### src/rtl/ptpclk_pkg.sv
package ptpclk_pkg;
  localparam int unsigned CMD_W          = 32;
  localparam int unsigned CMD_VALID      = 31;
  localparam int unsigned CMD_STROBE_LSB = 27;
  localparam int unsigned N_STROBE       = 4;
  localparam int unsigned CMD_CLEAR      = 2;
  localparam int unsigned CMD_CORR       = 1;
  localparam int unsigned CMD_ADD        = 0;
  localparam int unsigned STEP_W         = 2;

  typedef enum logic {MODE_SET = 1'b0, MODE_ADD = 1'b1} wr_mode_e;
endpackage

### src/rtl/ptpclk_cmd_dec.sv
module ptpclk_cmd_dec
  import ptpclk_pkg::*;
(
  input  logic                clk,
  input  logic                rst_n,
  input  logic                cmd_wr,
  input  logic [CMD_W-1:0]    cmd_data,
  output wr_mode_e            mode,
  output logic                corr_ts,
  output logic [N_STROBE-1:0] strobe,
  output logic                clear_req
);
  logic accept;
  logic unused_cmd;

  assign accept     = cmd_wr & cmd_data[CMD_VALID];
  assign clear_req  = accept & cmd_data[CMD_CLEAR];
  assign unused_cmd = ^cmd_data[CMD_STROBE_LSB-1:CMD_CLEAR+1];

  always_ff @(posedge clk or negedge rst_n) begin
    if (!rst_n) begin
      mode    <= MODE_SET;
      corr_ts <= 1'b0;
    end else if (accept) begin
      mode    <= cmd_data[CMD_ADD] ? MODE_ADD : MODE_SET;
      corr_ts <= cmd_data[CMD_CORR];
    end
  end

  for (genvar g = 0; g < N_STROBE; g++) begin : g_strobe
    always_ff @(posedge clk or negedge rst_n) begin
      if (!rst_n) strobe[g] <= 1'b0;
      else        strobe[g] <= accept & cmd_data[CMD_STROBE_LSB+g];
    end
  end
endmodule

### src/rtl/ptpclk_rate_acc.sv
module ptpclk_rate_acc
  import ptpclk_pkg::*;
#(
  parameter int unsigned RATE_W = 32
) (
  input  logic              clk,
  input  logic              rst_n,
  input  logic              rate_wr,
  input  logic [RATE_W-1:0] rate_data,
  input  logic              clr,
  output logic [STEP_W-1:0] step
);
  localparam int unsigned FRAC_W = RATE_W - 1;
  localparam logic [RATE_W-1:0] RATE_NOM = RATE_W'(1) << FRAC_W;

  logic [RATE_W-1:0] rate_q;
  logic [FRAC_W-1:0] frac_q;
  logic [RATE_W:0]   sum;

  assign sum  = {2'b00, frac_q} + {1'b0, rate_q};
  assign step = sum[RATE_W:FRAC_W];

  always_ff @(posedge clk or negedge rst_n) begin
    if (!rst_n)       rate_q <= RATE_NOM;
    else if (rate_wr) rate_q <= rate_data;
  end

  always_ff @(posedge clk or negedge rst_n) begin
    if (!rst_n)   frac_q <= '0;
    else if (clr) frac_q <= '0;
    else          frac_q <= sum[FRAC_W-1:0];
  end
endmodule

### src/rtl/ptpclk_time_cnt.sv
module ptpclk_time_cnt
  import ptpclk_pkg::*;
#(
  parameter int unsigned TIME_W = 64
) (
  input  logic              clk,
  input  logic              rst_n,
  input  logic              clr,
  input  logic              load,
  input  wr_mode_e          mode,
  input  logic [TIME_W-1:0] val,
  input  logic [STEP_W-1:0] step,
  output logic [TIME_W-1:0] time_q
);
  logic [TIME_W-1:0] ticked;
  logic [TIME_W-1:0] nxt;

  assign ticked = time_q + TIME_W'(step);

  always_comb begin
    if (clr)                          nxt = '0;
    else if (load && mode == MODE_ADD) nxt = ticked + val;
    else if (load)                    nxt = val;
    else                              nxt = ticked;
  end

  always_ff @(posedge clk or negedge rst_n) begin
    if (!rst_n) time_q <= '0;
    else        time_q <= nxt;
  end
endmodule

### src/rtl/ptp_rate_clock.sv
module ptp_rate_clock
  import ptpclk_pkg::*;
#(
  parameter int unsigned TIME_W = 64,
  parameter int unsigned RATE_W = 32
) (
  input  logic                clk,
  input  logic                rst_n,
  input  logic                cmd_wr,
  input  logic [CMD_W-1:0]    cmd_data,
  input  logic                val_wr,
  input  logic [TIME_W-1:0]   val_data,
  input  logic                rate_wr,
  input  logic [RATE_W-1:0]   rate_data,
  input  logic                rd_req,
  output logic                rd_valid,
  output logic [TIME_W-1:0]   rd_data,
  output logic [TIME_W-1:0]   time_now,
  output logic [N_STROBE-1:0] cmd_strobe,
  output logic                corr_ts
);
  wr_mode_e          mode;
  logic              clear_req;
  logic [STEP_W-1:0] step;

  ptpclk_cmd_dec i_cmd (
    .clk(clk), .rst_n(rst_n), .cmd_wr(cmd_wr), .cmd_data(cmd_data),
    .mode(mode), .corr_ts(corr_ts), .strobe(cmd_strobe), .clear_req(clear_req)
  );

  ptpclk_rate_acc #(.RATE_W(RATE_W)) i_rate (
    .clk(clk), .rst_n(rst_n), .rate_wr(rate_wr), .rate_data(rate_data),
    .clr(clear_req), .step(step)
  );

  ptpclk_time_cnt #(.TIME_W(TIME_W)) i_time (
    .clk(clk), .rst_n(rst_n), .clr(clear_req), .load(val_wr), .mode(mode),
    .val(val_data), .step(step), .time_q(time_now)
  );

  always_ff @(posedge clk or negedge rst_n) begin
    if (!rst_n) begin
      rd_valid <= 1'b0;
      rd_data  <= '0;
    end else begin
      rd_valid <= rd_req;
      if (rd_req) rd_data <= time_now;
    end
  end
endmodule

### config.mk
export PLATFORM = sky130hd
export DESIGN_NAME = ptp_rate_clock
export DESIGN_NICKNAME = d
export VERILOG_FILES = /design/src/rtl/ptpclk_pkg.sv /design/src/rtl/ptpclk_cmd_dec.sv /design/src/rtl/ptpclk_rate_acc.sv /design/src/rtl/ptpclk_time_cnt.sv /design/src/rtl/ptp_rate_clock.sv
export SDC_FILE = /design/constraint.sdc
export NUM_CORES = 1
export LEC_CHECK = 0
export BUFFER_PORTS_ARGS = -buffer_cell sky130_fd_sc_hd__buf_2
export CORE_MARGIN = 2
export CORE_UTILIZATION = 55
export DETAILED_ROUTE_END_ITERATION = 12
export PLACE_DENSITY = 0.79
export SYNTH_ARGS = -nofsm -noshare
export SYNTH_HDL_FRONTEND = slang
export SYNTH_SLANG_ARGS = --single-unit
### constraint.sdc
create_clock -name clk -period 17.4 [get_ports clk]
set_input_delay 0.87 -clock clk [delete_from_list [all_inputs] [get_ports clk]]
set_output_delay 0.87 -clock clk [all_outputs]
set_load 0.05 [all_outputs]
# == Word level (Yosys, flattened, before mapping) ==
# Index checks and enable logic that the tools add are counted.
# word_totals
in_bits,134
word_cells,26
register_bits,198
output_inout_bits,134
# op_classes
bitwise_logic,6
add_sub_neg,3
n_mux,5
reduce_logical,1
# op_table
op,n
$mux W64,3
$add A64 B2 Y64,1
$add A64 B64 Y64,1
$add A31 B32 Y33,1
$mux W31,1
$and A1 B1 Y1,6
$logic_and A1 B1 Y1,1
$mux W1,1

# == Depth between registers and ports, before layout ==
# Gate-level depths: netlist of the first run.
# logic_depth
ltp_word,5
depth_mapped,37
depth_no_buf,35

# == By module ==
# From an unflattened synthesis of the first run, not the netlist that was laid out.
# hier_totals
hier_cells,1653
hier_area_um2,15269.6
# modules_own_cells
module,seq_area_each_um2,cells_each,area_each_um2,n_inst
ptpclk_time_cnt,1601.5,1109,8420.6,1
ptpclk_rate_acc,1577.8,394,3921.3,1
ptp_rate_clock,1626.6,136,2703.8,1
ptpclk_cmd_dec,150.1,14,224.0,1

# == Worst setup path before layout of the first run ==
# Ideal clock, no wire load.
# synth_path
path_type,reg-to-reg
start,reg i_rate.rate_q[0]
end,reg i_time.time_q[60]
t_required_ns,17.299
setup_time_ns,0.101
arrival_ns,6.905
slack_ns,10.395
stages_incl_launch_ff,36
path_buffers,1
synth_period_minus_slack_ns,7.005
path_cell_list,dfrtp_1 -> ha_1 -> inv_1 -> fa_1 -> nor2b_1 -> o21ai_1 -> a21oi_1 -> o21ai_0 -> a21oi_1 -> a31oi_2 -> nor4_1 -> o41ai_2 -> o21ai_1 -> o21a_1 -> o311ai_0 -> fa_1 -> and3b_1 -> nand2_1 -> nor3_2 -> nand3_1 -> nor2_1 -> nand2_1 -> xnor2_1 -> ha_1 -> clkbuf_1 -> a21oi_1 -> nand2_1 -> a21oi_1 -> o21ai_0 -> a221o_1 -> a21oi_1 -> o21ai_1 -> a221oi_4 -> a2bb2oi_2 -> mux2i_1 -> nor4_1
# synth_via
elab_chain_cells,5
word_cells_on_any_way,6
cone_classes,3 x add/sub; 3 x mux
# synth_rtl
element,line,rtl
"start, declared",ptpclk_rate_acc.sv:16,logic [RATE_W-1:0] rate_q;
"start signal, assigned",ptpclk_rate_acc.sv:25,else if (rate_wr) rate_q <= rate_data;
$add A31 B32 Y33 *,ptpclk_rate_acc.sv:20,"assign sum = {2'b00, frac_q} + {1'b0, rate_q};"
$add A64 B2 Y64 *,ptpclk_time_cnt.sv:18,assign ticked = time_q + TIME_W'(step);
$add A64 B64 Y64 / $mux W64 (equally long branches),"ptpclk_time_cnt.sv:22, ptpclk_time_cnt.sv:23",
$mux W64 *,ptpclk_time_cnt.sv:22,else if (load && mode == MODE_ADD) nxt = ticked + val;
$mux W64 *,ptpclk_time_cnt.sv:21,if (clr) nxt = '0;
via i_time.nxt[60],ptpclk_time_cnt.sv:16,logic [TIME_W-1:0] nxt;
"end signal, assigned",ptpclk_time_cnt.sv:29,else time_q <= nxt;
"end, declared",ptpclk_time_cnt.sv:13,output logic [TIME_W-1:0] time_q
# The timed path passes the listed nets; every way through them passes the cells marked *.
# A chain may end at the register's enable or synchronous reset.

# == Worst setup path in the final report of the first run ==
# Same ends and word-level chain as after synthesis.

==> impl_table.tex, run 1 <==
\begin{tabular}{lr}
\hline
Metric & Value \\
\hline
\multicolumn{2}{l}{\textbf{Timing}} \\
Final TNS setup & 0 ns \\
Final hold violation count & 0 \\
Worst slew pin tran & 1.03 ns \\
Part of the cycle the worst path needs & about half \\
Clock Skew & 0.0271 ns \\
Highest clock rate & 114 MHz \\
Worst slew margin relative to its limit & 31.3\% \\
Worst path setup slack after routing & 8.60 ns \\
Final number of setup-violating endpoints & 0 \\
Unrepaired setup endpoints after global routing & false \\
Number of max-slew violations in the final report & 0 \\
Post-layout min period & 8.80 ns \\
\multicolumn{2}{l}{\textbf{Clock network}} \\
Root buffer cell & clkbuf\_16 \\
CTS buffer count & 17 \\
Hold buffers post-CTS & 0 \\
Clock Sink Count & 198 \\
CTS tree & yes \\
Clock-pin slew on the worst setup and hold paths & around 0.08 ns \\
Setup Buffers After CTS & 0 \\
Bufs on Longest Clock Path & 2 \\
Source-to-sink clock delay at the later pin of the worst-skew pair & between 0.4 and 0.5 ns \\
H-tree depth & 4 \\
Post\_cts resized & 0 \\
\multicolumn{2}{l}{\textbf{Placement}} \\
Final weighted congestion in routability-driven placement & 0.898 \\
Count of input and output buffers & $\sim$240 \\
Pre-CTS WS & 8.85 ns \\
DPL Wire Length & 27.9 mm \\
\multicolumn{2}{l}{\textbf{Synth}} \\
Cell types occupying the most area after synthesis & dfrtp\_1 (34\%), ha\_1 (8.8\%), mux2\_2 (7.6\%), xnor2\_1 (5.1\%), a21oi\_1 (4.7\%) \\
Post-synthesis adder-cell area fraction & 9.26\% \\
Cell area after technology mapping & 14300 um\^{}2 \\
Fraction of registers with async set or reset after synthesis & 100\% \\
Post-Syn Area per Cell & 9.16 um\^{}2 \\
Count of unique library cells instantiated by Yosys & 83 \\
Simple-gate portion of the synthesized area & between 10\% and 20\% \\
Yosys synthesis warning count & 0 \\
Fraction of the yosys area taken by sequential cells & 34.7\% \\
Most instantiated flip-flop cell in the synthesis netlist & dfrtp\_1 \\
Portion of netlist area occupied by mux cells & 9.53\% \\
Number of synthesized flops with an enable pin & 0 \\
Top-area cell type share of the netlist area & between 30\% and 40\% \\
Post-synthesis share of cell area spent on xor and xnor gates & 8.45\% \\
Area fraction in compound gates after synthesis & 20.2\% \\
Syn nets & 1800 \\
Combinational family with the most area after synthesis & compound AO/OA/AOI/OAI gates \\
Flop and latch count out of synthesis & 198 \\
Largest area contributor in the synthesized netlist & dfrtp\_1 \\
Number of cells produced by synthesis & 1562 \\
\multicolumn{2}{l}{\textbf{Worst setup path}} \\
Worst path buffer plus inverter count & 1 \\
Peak fanout along the critical path & 10 \\
Crit path DAT & 9.12 ns \\
Critical path class & reg2reg \\
Cell seen most often among critical-path stages & a21oi\_1 \\
Required @ worst endpoint & 17.73 ns \\
Slowest library cell on the worst path & nor3\_2 \\
Top delay family on crit path & compound AO/OA/AOI/OAI gates \\
Start point of the critical path & i\_rate.rate\_q[0] \\
Largest stage delay on the critical path & 0.66 ns \\
Startpoint Class & flop \\
Setup slack on the worst flop-to-flop path & 8.60 ns \\
Kind of end point of the critical path & flop \\
R2R Path Start & i\_rate.rate\_q[0] \\
\multicolumn{2}{l}{\textbf{Floorplanning}} \\
Die Outline Area & 27300 um\^{}2 \\
Initial Utilization & a little under three fifths \\
Chip Height & 165 um \\
Die X & between 150 and 200 um \\
Boundary pin count & about 270 \\
Std-Cell Rows & slightly below 60 \\
Core Region & 25800 um\^{}2 \\
\multicolumn{2}{l}{\textbf{Cells and area}} \\
Filler cell count in the final layout & around 2100 \\
Number of nets in the layout & 1996 \\
Share of post-route cells with drive strength above 1 & 23.1\% \\
Area growth syn-to-layout & 14.5\% \\
Final core utilization & 63.5\% \\
\multicolumn{2}{l}{\textbf{Pwr}} \\
Sequential Power Share & 25.0\% \\
Internal power & 0.00144 W \\
Power density over the cells & 180 nW/um\^{}2 \\
Clock share of power & 14.6\% \\
Standby leakage power & 7.67 nW \\
Peak supply drop & 0.166 mV \\
Switching Power & about 0.0015 W \\
Fraction of power consumed by combinational cells & a little over 60\% \\
Net switching fraction of the power & 50.9\% \\
\multicolumn{2}{l}{\textbf{Routing}} \\
Routed wire length & 38.0 mm \\
DRC violation count after routing & 0 \\
DRT Pass-1 Iters & 5 \\
Initial DRC count & 947 \\
Post-DR vias/cell & 6.02 \\
Number of nets still failing antenna checks after routing & 0 \\
Vias & 12700 \\
Wire length per cell & 18.0 um \\
\multicolumn{2}{l}{\textbf{GRT}} \\
Global-route wire length before repair & 60.7 mm \\
Vias in the first global route & 12300 \\
Maximum number of pins on one net before global-route repair & between 100 and 150 \\
Number of antenna violations at the first check in global routing & 4 \\
Total gr overflow & 0 \\
All-Layer GR Usage & between 20 and 30\% \\
\multicolumn{2}{l}{\textbf{Flow run}} \\
Maximum capacitance violations & 0 \\
\multicolumn{2}{l}{\textbf{Min path}} \\
Min-delay src & rd\_data[24] \\
Min-Delay Path Class & reg2reg \\
\multicolumn{2}{l}{\textbf{Outcome}} \\
Outcome & completed \\
\hline
\end{tabular}
-- Yosys cell counts (49+ instances only) --
library cell,number
nand2_1,122
dfrtp_1,197
nand3_1,49
mux2_2,97
nor2_1,134
a21o_1,73
a21oi_1,134
xnor2_1,84
o21ai_0,95
ha_1,101
clkbuf_1,62
xor2_1,54
-- sequential cells by signal, summed over array words and instances (netlist names) --
signal         count
i_time.time_q     64
rd_data           64
i_rate.rate_q     32
i_rate.frac_q     31
i_cmd.strobe       4
i_cmd.corr_ts      1
i_cmd.mode         1
rd_valid           1
-- layer usage --
metal,vias up,global-route usage (%),part of all wire [%]
li1,6077,-,-
met1,6106,36.2,44
met2,444,46.7,48
met3,65,4.80,5.8
met4,4,8.97,2.1
met5,-,0,0.081
-- kinds of logic (layout without fill, tap and decap cells) --
family	after synthesis	after routing
other	0	3
and+or+nand+nor	441	441
DFF	198	198
muxes	124	124
AOI/OAI and AO/OA	449	449
adders and majority gates	104	104
xor gates and xnor gates	138	138
buffers and inverters	108	317
-- worst paths after layout --
path	endpoint	cells after the start
worst max-delay path	i_time.time_q[60]	34
worst min-delay path	rd_data[24]	1
worst max register to register	i_time.time_q[60]	34
worst min register to register	rd_data[24]	1
max in group asynchronous	rd_data[42]	2
min in group asynchronous	i_time.time_q[8]	1
-- power by group through the flow --
stage	Clock [W]	Sequential [W]	Combinational (W)
detailed placement	0	0.000744	0.00175
global route	0.000459	0.000757	0.00194
floorplan	0	0.00110	0.00101
finish	0.000430	0.000735	0.00178
global placement	0	0.000733	0.00171
CTS	0.000439	0.000735	0.00176
-- cell type report --
type	instances	area, um^2	share of cell area (%)
Clock inverter	15	224	1.37
Antenna cell	3	7.51	0.0459
Multi-Input combinational cell	1256	8920	54.5
Tap cell	335	419	2.56
Clock buffer	17	425	2.60
Sequential cell	198	4960	30.3
Inverter	34	128	0.780
Timing Repair Buffer	251	1280	7.85
-- layout by cell type, fill, tap and decap left out, drive strengths merged, types with 29 or more instances in the layout --
master / netlist / routed
a211oi: 38 / 38
a21o: 73 / 73
a21oi: 134 / 134
buf: 12 / 250
dfrtp: 197 / 197
ha: 101 / 101
inv: 33 / 42
mux2: 97 / 97
nand2: 122 / 122
nand3: 51 / 51
nand4: 29 / 29
nor2: 135 / 135
o21ai: 99 / 99
xnor2: 84 / 84
xor2: 54 / 54
-- metrics by stage --
stage / std cells / area, um^2 / hold WS [ns] / power (W)
2_1_floorplan: 1562 / 14300 / 0.485 / 0.00211
3_3_place_gp: 2074 / 15700 / 0.483 / 0.00244
3_5_place_dp: 2074 / 15700 / 0.490 / 0.00249
4_1_cts: 2106 / 16400 / 0.512 / 0.00294
5_1_grt: 2107 / 16400 / 0.517 / 0.00315
6_report: 2109 / 16400 / 0.506 / 0.00294
Power figures use the tool's default switching activity.
==> run 2, diff against run 1 <==
- clock period: 17.4 -> 8.4 ns (I/O delays scaled with it)
==> run 2 against run 1 <==
Net effect: first-iteration DRC count up 17%; total power up 110%; maximum frequency up 10%; combinational power up 110%; clock power up 110%; non-clock buffer count up 3; critical path depth unchanged; largest cell class unchanged.
==> impl_table.tex, run 2 (synthesis results as in run 1) <==
\begin{tabular}{lr}
\hline
Metric & Value \\
\hline
\multicolumn{2}{l}{\textbf{Cells and area}} \\
Sequential Area & 4960 um\^{}2 \\
Leading cell type in the layout, fill and taps excluded & buf\_2 \\
Filler cell count in the final layout & 2144 \\
Highest-count cells in the layout ignoring fill and taps & buf\_2 (242), dfrtp\_1 (196), a21oi\_1 (134) \\
Area used by multi-input combinational logic & about 9000 um\^{}2 \\
Area growth syn-to-layout & 15.1\% \\
Final core utilization & between 60 and 70\% \\
Regs by FF count & i\_time.time\_q: 64 flops, rd\_data: 64 flops, i\_rate.rate\_q: 32 flops \\
Area of all placed cells without fillers & 16500 um\^{}2 \\
Share of post-route cells with drive strength above 1 & 23.6\% \\
Number of nets in the layout & about 2000 \\
\multicolumn{2}{l}{\textbf{Routing}} \\
Initial DRC count & 1106 \\
Post-DR vias/cell & 6.06 \\
DRC violation count after routing & 0 \\
Routed wire length & just under 40 mm \\
DRT Pass-1 Iters & 5 \\
Wire length per cell & around 18 um \\
Vias & approximately 13000 \\
Number of nets still failing antenna checks after routing & 0 \\
\multicolumn{2}{l}{\textbf{Placement}} \\
DPL Wire Length & 28.4 mm \\
Pre-CTS WS & 0.218 ns \\
Instance area after placement & 15700 um\^{}2 \\
Final weighted congestion in routability-driven placement & 0.926 \\
Count of input and output buffers & between 200 and 250 \\
\multicolumn{2}{l}{\textbf{Worst setup path}} \\
Crit path DAT & 8.30 ns \\
Critical path class & reg2reg \\
Startpoint Class & flop \\
Required @ worst endpoint & 8.72 ns \\
Peak fanout along the critical path & 5 \\
Slowest library cell on the worst path & nor4\_4 \\
Kind of end point of the critical path & flop \\
Cell seen most often among critical-path stages & a21oi\_1 \\
Largest stage delay on the critical path & 0.45 ns \\
\multicolumn{2}{l}{\textbf{GRT}} \\
Maximum number of pins on one net before global-route repair & 94 \\
All-Layer GR Usage & 28.2\% \\
Vias in the first global route & 12500 \\
Total gr overflow & 0 \\
Global-route wire length before repair & 61.5 mm \\
Number of antenna violations at the first check in global routing & 4 \\
\multicolumn{2}{l}{\textbf{Timing}} \\
Part of the cycle the worst path needs & 94.9\% \\
Worst slew margin relative to its limit & 35.8\% \\
Unrepaired setup endpoints after global routing & false \\
Final number of setup-violating endpoints & 0 \\
Final TNS setup & 0 ns \\
Final hold violation count & 0 \\
Clock Skew & 0.0135 ns \\
Worst path setup slack after routing & 0.427 ns \\
Post-layout min period & 7.97 ns \\
Number of max-slew violations in the final report & 0 \\
Worst slew pin tran & 0.963 ns \\
Highest clock rate & 125 MHz \\
\multicolumn{2}{l}{\textbf{Floorplanning}} \\
Core Region & approximately 26000 um\^{}2 \\
Die Outline Area & 27300 um\^{}2 \\
Boundary pin count & 268 \\
Std-Cell Rows & just under 60 \\
Chip Height & 165 um \\
Initial Utilization & between 50\% and 60\% \\
Die X & 165 um \\
\multicolumn{2}{l}{\textbf{Pwr}} \\
Standby leakage power & 7.71 nW \\
Peak supply drop & 0.284 mV \\
Power density over the cells & 373 nW/um\^{}2 \\
\multicolumn{2}{l}{\textbf{Clock network}} \\
Setup Buffers After CTS & 0 \\
H-tree depth & 4 \\
CTS tree & yes \\
Clock-pin slew on the worst setup and hold paths & approximately 0.090 ns \\
Root buffer cell & clkbuf\_16 \\
CTS buffer count & 17 \\
Source-to-sink clock delay at the later pin of the worst-skew pair & 0.45 ns \\
Bufs on Longest Clock Path & 2 \\
Clock Sink Count & 198 \\
\multicolumn{2}{l}{\textbf{Min path}} \\
Min-Delay Path Class & in2reg \\
\multicolumn{2}{l}{\textbf{Flow run}} \\
Maximum capacitance violations & 0 \\
\multicolumn{2}{l}{\textbf{Outcome}} \\
Outcome & completed \\
\hline
\end{tabular}
[run 2: cell types whose count changed in the layout (fill, tap and decap cells not counted), sizes merged]
cell         change
dlygate4sd3      +1
buf              +2
[run 2: final cells by class]
class / count / area share (%)
Multi-Input combinational cell: 1256 / 54.6
Sequential cell: 198 / 30.1
Timing Repair Buffer: 254 / 7.95
Clock buffer: 17 / 2.58
Tap cell: 335 / 2.55
Clock inverter: 15 / 1.37
Inverter: 34 / 0.775
Antenna cell: 3 / 0.0456
[run 2: report_power, final]
| part | leakage [nW] | internal (W) | switching [W] |
|---|---|---|---|
| Combinational | 5.06 | 0.00131 | 0.00242 |
| Sequential | 2.34 | 0.00127 | 0.000252 |
| Clock | 0.311 | 0.000423 | 0.000468 |
| Total | 7.71 | 0.00301 | 0.00314 |
[run 2: critical path: cells and delay by family (launching register included)]
kind	cells	cell delay, ns
compound gates	19	4.29
fa+ha+maj	4	1.02
xor+xnor	1	0.31
mux	1	0.12
buf+inv	2	0.31
simple gates	7	1.38
flops	1	0.38
[run 2: repair_timing]
item,in CTS,in global routing
setup endpoints to repair,0,19
gates resized for setup,0,13
endpoints found under the hold margin,57,0
hold buffers,1,0
[run 2: metal layers]
layer	share of wire, %	global-route usage, %	routed length (um)	up-vias
li1	-	-	-	6094
met4	2.1	9.64	825	2
met5	0.041	0	16	-
met3	6.1	4.22	2380	69
met2	48	47.2	18700	476
met1	44	37.3	17000	6148
[run 2: through the flow]
stage / total power [W] / hold WS [ns] / std cells
CTS: 0.00610 / 0.179 / 2109
floorplan: 0.00437 / 0.124 / 1562
global placement: 0.00507 / 0.422 / 2076
detailed placement: 0.00516 / 0.422 / 2076
finish: 0.00615 / 0.194 / 2112
global route: 0.00657 / 0.183 / 2111
[run 2: worst paths after layout]
kind / start / endpoint / slack, ns / depth (start not counted)
setup / recovery: i_rate.rate_q[0] / i_time.time_q[60] / 0.43 / 34
hold / removal: rate_data[16] / i_rate.rate_q[16] / 0.19 / 2
setup reg to reg: i_rate.rate_q[0] / i_time.time_q[60] / 0.43 / 34
hold reg to reg: rd_data[19] / rd_data[19] / 0.51 / 1
max in group asynchronous: rst_n / rd_data[42] / 6.56 / 3
min in group asynchronous: rst_n / rd_data[10] / 0.50 / 2
